[src/rtl/supsup_pkg.sv]
package supsup_pkg;

    typedef enum logic [1:0] {
        ST_POR  = 2'd0,
        ST_STBY = 2'd1,
        ST_RUN  = 2'd2,
        ST_OVL  = 2'd3
    } sup_state_e;

    // Index of each filtered level condition in the condition vectors
    localparam int unsigned C_START  = 0;
    localparam int unsigned C_UV     = 1;
    localparam int unsigned C_OV     = 2;
    localparam int unsigned C_CLR    = 3;
    localparam int unsigned NUM_COND = 4;

endpackage

[src/rtl/supsup_levels.sv]
module supsup_levels
    import supsup_pkg::*;
#(
    parameter int unsigned CODE_W     = 8,
    parameter int unsigned START_CODE = 100,
    parameter int unsigned UV_CODE    = 80,
    parameter int unsigned OV_CODE    = 140,
    parameter int unsigned CLR_CODE   = 50
) (
    input  logic [CODE_W-1:0]   code,
    output logic [NUM_COND-1:0] raw
);
    localparam logic [CODE_W-1:0] START_L = CODE_W'(START_CODE);
    localparam logic [CODE_W-1:0] UV_L    = CODE_W'(UV_CODE);
    localparam logic [CODE_W-1:0] OV_L    = CODE_W'(OV_CODE);
    localparam logic [CODE_W-1:0] CLR_L   = CODE_W'(CLR_CODE);

    always_comb begin
        raw          = '0;
        raw[C_START] = (code >= START_L);
        raw[C_UV]    = (code <  UV_L);
        raw[C_OV]    = (code >  OV_L);
        raw[C_CLR]   = (code <  CLR_L);
    end
endmodule

[src/rtl/supsup_filter.sv]
module supsup_filter
    import supsup_pkg::*;
#(
    parameter int unsigned FILT_LEN = 4
) (
    input  logic                clk,
    input  logic                por_n,
    input  logic [NUM_COND-1:0] raw,
    output logic [NUM_COND-1:0] qual
);
    localparam int unsigned       CNT_W = $clog2(FILT_LEN + 1);
    localparam logic [CNT_W-1:0]  LAST  = CNT_W'(FILT_LEN - 1);

    for (genvar gi = 0; gi < NUM_COND; gi++) begin : g_cond
        logic [CNT_W-1:0] run_cnt;

        always_ff @(posedge clk or negedge por_n) begin
            if (!por_n) begin
                run_cnt <= '0;
            end else if (!raw[gi]) begin
                run_cnt <= '0;
            end else if (run_cnt != LAST) begin
                run_cnt <= run_cnt + 1'b1;
            end
        end

        // Qualified on the sample that completes the run
        assign qual[gi] = raw[gi] && (run_cnt == LAST);
    end
endmodule

[src/rtl/supsup_fsm.sv]
module supsup_fsm
    import supsup_pkg::*;
(
    input  logic                clk,
    input  logic                por_n,
    input  logic                ref_ready,
    input  logic [NUM_COND-1:0] qual,
    output sup_state_e          state
);
    sup_state_e state_nx;

    always_comb begin
        state_nx = state;
        unique case (state)
            ST_POR:  if (ref_ready)      state_nx = ST_STBY;
            ST_STBY: if (qual[C_START])  state_nx = ST_RUN;
            ST_RUN: begin
                if (qual[C_OV])          state_nx = ST_OVL;
                else if (qual[C_UV])     state_nx = ST_STBY;
            end
            ST_OVL:  if (qual[C_CLR])    state_nx = ST_STBY;
            default:                     state_nx = ST_POR;
        endcase
    end

    always_ff @(posedge clk or negedge por_n) begin
        if (!por_n) state <= ST_POR;
        else        state <= state_nx;
    end
endmodule

[src/rtl/supsup_outs.sv]
module supsup_outs
    import supsup_pkg::*;
(
    input  logic       clk,
    input  logic       por_n,
    input  sup_state_e state,
    output logic       ctrl_en,
    output logic       reg_hi,
    output logic       ov_flag
);
    always_ff @(posedge clk or negedge por_n) begin
        if (!por_n) begin
            ctrl_en <= 1'b0;
            reg_hi  <= 1'b0;
            ov_flag <= 1'b0;
        end else begin
            ctrl_en <= (state == ST_RUN);
            reg_hi  <= (state == ST_RUN);
            ov_flag <= (state == ST_OVL);
        end
    end
endmodule

[src/rtl/supply_supervisor.sv]
module supply_supervisor
    import supsup_pkg::*;
#(
    parameter int unsigned CODE_W     = 8,
    parameter int unsigned START_CODE = 100,
    parameter int unsigned UV_CODE    = 80,
    parameter int unsigned OV_CODE    = 140,
    parameter int unsigned CLR_CODE   = 50,
    parameter int unsigned FILT_LEN   = 4
) (
    input  logic              clk,
    input  logic              por_n,
    input  logic              ref_ready,
    input  logic [CODE_W-1:0] vsup_code,
    output logic              ctrl_en,
    output logic              reg_hi,
    output logic              ov_flag,
    output logic [1:0]        state_o
);
    logic [NUM_COND-1:0] raw;
    logic [NUM_COND-1:0] qual;
    sup_state_e          state;

    supsup_levels #(
        .CODE_W     (CODE_W),
        .START_CODE (START_CODE),
        .UV_CODE    (UV_CODE),
        .OV_CODE    (OV_CODE),
        .CLR_CODE   (CLR_CODE)
    ) u_levels (
        .code (vsup_code),
        .raw  (raw)
    );

    supsup_filter #(
        .FILT_LEN (FILT_LEN)
    ) u_filter (
        .clk   (clk),
        .por_n (por_n),
        .raw   (raw),
        .qual  (qual)
    );

    supsup_fsm u_fsm (
        .clk       (clk),
        .por_n     (por_n),
        .ref_ready (ref_ready),
        .qual      (qual),
        .state     (state)
    );

    supsup_outs u_outs (
        .clk     (clk),
        .por_n   (por_n),
        .state   (state),
        .ctrl_en (ctrl_en),
        .reg_hi  (reg_hi),
        .ov_flag (ov_flag)
    );

    assign state_o = state;
endmodule

[config.mk]
export PLATFORM = sky130hd
export DESIGN_NAME = supply_supervisor
export DESIGN_NICKNAME = d
export VERILOG_FILES = /design/src/rtl/supsup_pkg.sv /design/src/rtl/supsup_levels.sv /design/src/rtl/supsup_filter.sv /design/src/rtl/supsup_fsm.sv /design/src/rtl/supsup_outs.sv /design/src/rtl/supply_supervisor.sv
export SDC_FILE = /design/constraint.sdc
export NUM_CORES = 1
export LEC_CHECK = 0
export BUFFER_PORTS_ARGS = -buffer_cell sky130_fd_sc_hd__buf_4
export CORE_MARGIN = 3
export CORE_UTILIZATION = 54
export CTS_CLUSTER_DIAMETER = 100
export DETAILED_ROUTE_END_ITERATION = 10
export PLACE_DENSITY = 0.73
export SYNTH_ARGS = -nofsm -noshare
export SYNTH_HDL_FRONTEND = slang
export SYNTH_SLANG_ARGS = --single-unit
[constraint.sdc]
create_clock -name clk -period 2 [get_ports clk]
set_input_delay 0.1 -clock clk [delete_from_list [all_inputs] [get_ports clk]]
set_output_delay 0.1 -clock clk [all_outputs]
set_load 0.03 [all_outputs]
# Word level (Yosys, flattened, before mapping)
# Cells that the tools add are included.
classes:
  muxes: 14
  addsub: 4
  n_eq_ne: 19
  n_lt_le_gt_ge: 4
  reduce_logical: 6
op_table:
  columns: ["op", "n"]
  rows:
  - ["$mux W3", 8]
  - ["$ne A2 B2 Y1 const B", 7]
  - ["$add A3 B1 Y3 const B", 4]
  - ["$eq A3 B2 Y1 const B", 4]
  - ["$ne A3 B2 Y1 const B", 4]
  - ["$mux W2", 5]
  - ["$ge A8 B7 Y1 const B", 1]
  - ["$gt A8 B8 Y1 const B", 1]
  - ["$lt A8 B6 Y1 const B", 1]
  - ["$lt A8 B7 Y1 const B", 1]
  - ["$pmux W2 S4", 1]
  - ["$eq A2 B2 Y1 const B", 2]
  - ["$logic_and A1 B1 Y1", 4]
  - ["$reduce_and A4 Y1", 1]
  - ["$ne A3 B3 Y1 const B", 1]
  - ["$eq A2 B1 Y1 const B", 1]
  - ["$logic_not A2 Y1", 1]
word_totals:
  reg_bits: 16
  out_inout_bits: 5

# Logic depth before layout (Yosys ltp)
# Gate-level depths: netlist of run 1.
logic_depth:
  ltp_word: 5
  mapped_depth: 6
  ltp_nobuf: 6

# Cells and area by module
# From an unflattened synthesis of run 1, not the netlist that was laid out.
unflattened:
  hier_cells: 90
  area_unflattened_um2: 985.9
by_module_without_submodules:
  columns: ["module", "area_per_inst_um2", "seq_area_each_um2", "instances", "cells_each"]
  rows:
  - ["supsup_filter", 653.1, 300.3, 1, 56]
  - ["supsup_fsm", 192.7, 50.0, 1, 20]
  - ["supsup_outs", 73.8, 50.0, 1, 5]
  - ["supsup_levels", 66.3, 0.0, 1, 9]

# Worst setup path before layout of run 1
# Ideal clock, no wire load.
synth_path:
  path_kind: "register -> register"
  start: "reg u_fsm.state[0]"
  end: "reg u_fsm.state[0]"
  path_stages_with_launch: 7
  synth_period_minus_slack_ps: 1697
  arrival_time_ps: 1618
  path_buffers: 0
  slack_ps: 303
  required_ps: 1921
  cell_sequence: "dfrtp_1 inv_1 ha_1 inv_1 a31oi_2 a2111oi_4 mux2i_1"
synth_between:
  elab_chain_len: 3
  word_cells_on_any_way: 10
synth_rtl:
  columns: ["element", "line", "source"]
  rows:
  - ["from (decl)", "supsup_fsm.sv:8", "output sup_state_e state"]
  - ["from (signal assigned)", "supsup_fsm.sv:28", "else state <= state_nx;"]
  - ["$eq A2 B2 Y1, or another cell as far along", "supsup_fsm.sv:14", "unique case (state)"]
  - ["$ne A3 B3 Y1 (no line) or $ne A2 B2 Y1 (tied branches)", null, null]
  - ["$reduce_and A4 Y1 (no line)", null, null]
# Several ways; a longest one is shown, not always the timed one.
# A chain may end at the register's enable or synchronous reset.

# Final worst setup path of run 1
layout_path:
  start: "reg u_filter.g_cond[0].run_cnt[0]"
  end: "reg u_fsm.state[0]"
layout_between:
  elab_chain_len: 4
layout_rtl:
  columns: ["element", "line", "source"]
  rows:
  - ["from (decl)", "supsup_filter.sv:15", "logic [CNT_W-1:0] run_cnt;"]
  - ["from (signal assigned)", "supsup_filter.sv:23", "run_cnt <= run_cnt + 1'b1;"]
  - ["$eq A3 B2 Y1", "supsup_filter.sv:28", "assign qual[gi] = raw[gi] && (run_cnt == LAST);"]
  - ["$logic_and A1 B1 Y1", "supsup_filter.sv:28", null]
  - ["$ne A2 B2 Y1 (no line)", null, null]
  - ["$reduce_and A4 Y1 (no line)", null, null]
# No other way between the ends.

==> run summary, run 1 <==
port bufs -> 15
Synth Area in Simple Gates -> 0.117
Die H -> 47.7 um
Synth top area share -> 0.426
DRT Wirelength -> 1.69 mm
RR Endpoint -> u_fsm.state[0]$_DFFE_PN0P_
count of TritonRoute iterations in the first routing pass -> 4
ant diodes -> 0
Initial Utilization -> 0.596
drt wl/cell -> 13.4 um
Worst-Margin Slew -> 0.330 ns
endpoints failing setup -> 0
sw power -> 0.446 mW
Synth warnings -> 0
Mapped Cells -> 91
Vias/cell -> 5.40
Int Pwr -> 0.741 mW
H-tree levels -> 1
Root Buffer -> clkbuf_4
overall routing resource usage -> 0.171
critical path arrival -> 1.98 ns
Rows -> 14
routability cong. -> 0.706
Clock Skew -> 0.00425 ns
mux contribution to synthesized area -> 0.0639
Peak VDD IR -> 755 uV
Slew Viols, Final -> 0
CP Data Required Time -> 2.21 ns
#FFs+latches synth -> 16
Post-CTS Resized -> 0
reg-to-reg startpoint -> u_filter.g_cond[0].run_cnt[0]$_DFFE_PN0P_
io pins -> 16
total number of vias -> 681
sequential share of power -> 0.379
Clk pwr share -> 0.183
R2R depth -> 6
Hold Path Cell Cnt -> 3
pin count of the biggest net entering global routing -> 17
post-synthesis sequential area ratio -> 0.426
clk slew on worst S/H paths -> 0.10 ns
die area -> 2280 um2
layout cells sized above 1 -> 0.209
CP startpoint kind -> flop
area added between synthesis and finish -> 18.2%
post-synth cell types -> 22
die width -> 47.7 um
CTS Buffer Depth -> 2
core area -> 1580 um2
Hold Path Sink -> u_filter.g_cond[2].run_cnt[2]$_DFFE_PN0N_
Crit. End Element -> flop
RSZ-0062 raised after global routing -> no
largest family of logic cells by synthesized area -> adder cells
Final Hold Viols -> 0
Max Cap Viol -> 0
gr ovfl total -> 0
Clock Sinks -> 16
switch share -> 0.376
min-delay src -> vsup_code[7]
final worst path period share -> 0.884
Worst-Skew Late Latency -> 0.28 ns
# DRC -> 0
global-route wire length before repair -> 2.74 mm
Max-slew headroom -> 0.778
final hold slack -> 0.137 ns
post-synthesis compound-gate area fraction -> 0.134
Yosys top cell by area -> dfrtp_1
Syn Area/Cell -> 10.3 um2
critical path class -> reg2reg
Final ANT Viol Nets -> 0
Worst R2R Setup Slack -> 0.23 ns
Lkg Pwr -> 0.562 nW
worst hold path class -> in2reg
worst-path maximum fanout -> 5
Synth Area in Adders -> 0.173
Synth Area in XOR/XNOR -> 0.0373
most frequent cell after synthesis -> nor2_1
Final #Nets -> 135
initial antenna violation count -> 0
CTS tree -> done
Final TNS setup -> 0 ns
outcome -> completed
initial DRC count -> 13
Post-synth EDFFs -> 0
Max Clock Freq -> 566 MHz
hpwl dp -> 1.33 mm
Critical path origin -> u_filter.g_cond[0].run_cnt[0]$_DFFE_PN0P_
PwrDens -> 1070 nW/um2
Post-synth top cells -> nor2_1, dfrtp_1, ha_1
mapped cell area -> 940 um2
vias in the first global route -> 679
crit path time final -> 1.77 ns
synth top area cells -> dfrtp_1, ha_1, nor2_1
Gate power share -> 0.438
prevailing post-synth register cell -> dfrtp_1
Inserted Clock Buffers -> 3
Post-Syn Nets -> 115
Synth async-reset ratio -> 1.00
worst max-delay path, stage by stage (launching register included):
cell and delay [ns]:
dfrtp_1 0.38, ha_1 0.15, ha_1 0.26, inv_1 0.07
o31a_1 0.34, a2111oi_4 0.27, mux2i_1 0.22
cell families after synthesis:
kind of cell,Yosys count
buffers and inverters,11
adder cells (fa/ha/maj),13
multiplexers,6
AND/OR/NAND/NOR,27
AO/OA/AOI/OAI,14
XOR/XNOR,4
flip-flops,16
sequential cells by signal, summed over array words and instances, names as in the netlist:
name,count
u_fsm.state,2
u_outs.ctrl_en,1
u_outs.ov_flag,1
u_filter.g_cond.run_cnt,12
worst max path at each step:
stage	endpoint	cells past startpoint
4_1_cts	u_fsm.state[0]$_DFFE_PN0P_	6
5_1_grt	u_fsm.state[0]$_DFFE_PN0P_	6
3_5_place_dp	u_fsm.state[0]$_DFFE_PN0P_	6
2_1_floorplan	u_fsm.state[0]$_DFFE_PN0P_	6
3_3_place_gp	u_fsm.state[0]$_DFFE_PN0P_	6
6_report	u_fsm.state[0]$_DFFE_PN0P_	6
final cells by class:
| cell class | instances | area [um2] |
|---|---|---|
| clock buffer | 4 | 36.3 |
| fill | 119 | 465 |
| inverter | 10 | 37.5 |
| multi-input combinational | 64 | 494 |
| sequential | 16 | 400 |
| tap | 16 | 20.0 |
| timing repair buffer | 16 | 123 |
stage by stage:
step | power [mW] | area, um2 | cells | util | worst slack [ns]
floorplan | 0.829 | 940 | 91 | - | 0.303
global placement | 0.955 | 1060 | 121 | 0.675 | 0.320
detailed placement | 0.978 | 1060 | 121 | 0.675 | 0.244
CTS | 1.19 | 1110 | 126 | 0.705 | 0.228
global route | 1.27 | 1110 | 126 | 0.705 | 0.148
finish | 1.19 | 1110 | 126 | 0.705 | 0.232
power groups by stage:
stage,sequential [mW],combinational (mW),clock (mW)
finish,0.450,0.520,0.217
global route,0.461,0.575,0.239
CTS,0.452,0.525,0.218
detailed placement,0.458,0.520,0
global placement,0.454,0.501,0
floorplan,0.508,0.321,0
what timing repair did:
item | CTS | global route
hold buffers | 1 | 0
setup buffers | 0 | 0
endpoints found under the hold margin | 16 | 0
per-layer routing:
metal | vias up | GRT usage | share of wire
met1 | 326 | 0.195 | 0.43
met5 | - | 0 | 0
met4 | 0 | 0.0645 | 0.0024
met3 | 2 | 0.0338 | 0.024
met2 | 8 | 0.309 | 0.54
li1 | 345 | - | -
layout by cell type (no fill, tap or decap), types with 3 or more instances in the layout:
cell type   n
a21oi_1     5
buf_4      15
clkbuf_4    3
dfrtp_1    16
ha_1       13
inv_1      10
mux2i_1     6
nand2_1     6
nor2_1     17
xor2_1      4
Note: power is estimated with default switching activity, not from simulation.
==> run 2, diff against run 1 <==
HOLD_SLACK_MARGIN = 0.15   (was not set)
==> run summary, run 2 (synthesized netlist as in run 1, its figures left out) <==
PwrDens -> 1050 nW/um2
die width -> 47.7 um
H-tree levels -> 1
layout cells sized above 1 -> 0.205
# DRC -> 0
initial antenna violation count -> 0
initial DRC count -> 6
crit path time final -> 1.77 ns
Final ANT Viol Nets -> 0
io pins -> 16
critical path's most frequent cell -> ha_1
RR Endpoint -> u_fsm.state[0]$_DFFE_PN0P_
Final Hold Viols -> 0
most frequent cells in the layout -> nor2_1, dfrtp_1, buf_4
register with the most flip-flops -> u_filter.g_cond.run_cnt
drt wl/cell -> 13.2 um
Max Clock Freq -> 565 MHz
met3 wire length -> 40 um
DRT Wirelength -> 1.69 mm
Clk pwr share -> 0.183
Hold Path Sink -> u_filter.g_cond[3].run_cnt[2]$_DFFE_PN0P_
Final #Nets -> 137
final worst path period share -> 0.886
Worst-Skew Late Latency -> 0.29 ns
Peak VDD IR -> 757 uV
uppermost layer routed -> met4
Slew Viols, Final -> 0
area added between synthesis and finish -> 20.4%
Max-slew headroom -> 0.776
RSZ-0062 raised after global routing -> no
total number of vias -> 686
critical path's largest stage delay -> 0.38 ns
Rows -> 14
Worst R2R Setup Slack -> 0.23 ns
worst-path maximum fanout -> 5
core area -> 1580 um2
switch share -> 0.376
ant diodes -> 0
R2R depth -> 6
Core Util, Final -> 0.717
count of TritonRoute iterations in the first routing pass -> 4
clk slew on worst S/H paths -> 0.10 ns
Crit path buffers/inverters -> 1
reg-to-reg startpoint -> u_filter.g_cond[0].run_cnt[0]$_DFFE_PN0P_
die area -> 2280 um2
WL met2 -> 910 um
CP startpoint kind -> flop
global-route wire length before repair -> 2.79 mm
endpoints failing setup -> 0
Final TNS setup -> 0 ns
Hold Path Cell Cnt -> 4
critical path class -> reg2reg
worst hold path class -> in2reg
Crit. End Element -> flop
critical path arrival -> 1.98 ns
CTS Buffer Depth -> 2
routability cong. -> 0.706
CTS tree -> done
outcome -> completed
pin count of the biggest net entering global routing -> 17
Initial Utilization -> 0.596
port bufs -> 15
setup bufs post-CTS -> 0
hpwl dp -> 1.33 mm
CP Cell Sequence -> ha_1 > ha_1 > inv_1 > o31a_1 > a2111oi_4 > mux2i_1
Hold Buf Count CTS -> 3
Worst-Margin Slew -> 0.336 ns
Gate power share -> 0.439
Clock Sinks -> 16
Max Cap Viol -> 0
Clock Skew -> 0.00524 ns
Int Pwr -> 0.743 mW
CP Data Required Time -> 2.21 ns
Post-CTS Resized -> 0
commonest non-fill, non-tap cell in the layout -> nor2_1
M1 WL -> 738 um
CP top delay family -> compound AO/OA/AOI/OAI gates
biggest registers after layout -> u_filter.g_cond.run_cnt x12, u_fsm.state x2
Largest register FFs -> 12
overall routing resource usage -> 0.174
vias in the first global route -> 688
Inserted Clock Buffers -> 3
Lkg Pwr -> 0.570 nW
Root Buffer -> clkbuf_4
Die H -> 47.7 um
gr ovfl total -> 0
slowest CP cell -> dfrtp_1
min-delay src -> vsup_code[1]
Vias/cell -> 5.36
sw power -> 0.448 mW
sequential share of power -> 0.378
run 2: worst max-delay path by stage:
stage / from / endpoint / slack [ns] / cells after the start
finish: u_filter.g_cond[0].run_cnt[0]$_DFFE_PN0P_ / u_fsm.state[0]$_DFFE_PN0P_ / 0.23 / 6
global route: u_filter.g_cond[2].run_cnt[0]$_DFFE_PN0N_ / u_fsm.state[0]$_DFFE_PN0P_ / 0.15 / 6
CTS: u_filter.g_cond[0].run_cnt[0]$_DFFE_PN0P_ / u_fsm.state[0]$_DFFE_PN0P_ / 0.23 / 6
detailed placement: u_filter.g_cond[0].run_cnt[0]$_DFFE_PN0P_ / u_fsm.state[0]$_DFFE_PN0P_ / 0.24 / 6
global placement: u_filter.g_cond[0].run_cnt[0]$_DFFE_PN0P_ / u_fsm.state[0]$_DFFE_PN0P_ / 0.32 / 6
floorplan: u_fsm.state[0]$_DFFE_PN0P_ / u_fsm.state[0]$_DFFE_PN0P_ / 0.30 / 6
run 2: power by group through the flow:
stage	registers, mW	clock network, mW	logic [mW]
3_3_place_gp	0.454	0	0.501
6_report	0.451	0.218	0.522
4_1_cts	0.452	0.218	0.528
3_5_place_dp	0.458	0	0.520
2_1_floorplan	0.508	0	0.321
5_1_grt	0.461	0.239	0.578
run 2: worst reg2reg max path, delay by kind of cell, from the launching register on:
family | cells | cell delay (ns)
DFF | 1 | 0.38
muxes | 1 | 0.22
buffers and inverters | 1 | 0.07
adders and majority gates | 2 | 0.41
AOI/OAI and AO/OA | 2 | 0.61
run 2: through the flow:
| stage | hold slack, ns | area, um2 | std cells | worst slack (ns) | power (mW) |
|---|---|---|---|---|---|
| after floorplan | -0.196 | 940 | 91 | 0.303 | 0.829 |
| after global placement | -0.0294 | 1060 | 121 | 0.320 | 0.955 |
| after detailed placement | -0.0289 | 1060 | 121 | 0.244 | 0.978 |
| after CTS | 0.186 | 1130 | 128 | 0.228 | 1.20 |
| after global routing | 0.205 | 1130 | 128 | 0.148 | 1.28 |
| final | 0.185 | 1130 | 128 | 0.229 | 1.19 |
run 2: area by class of cell:
class,count,area [um2]
multi-input combinational,64,494
timing repair buffer,18,143
inverter,10,37.5
tap,16,20.0
sequential,16,400
fill,116,445
clock buffer,4,36.3
run 2: layer usage:
metal | vias to the layer above | track usage
met2 | 8 | 0.309
met4 | 0 | 0.0645
met5 | - | 0
li1 | 349 | -
met3 | 2 | 0.0338
met1 | 327 | 0.204
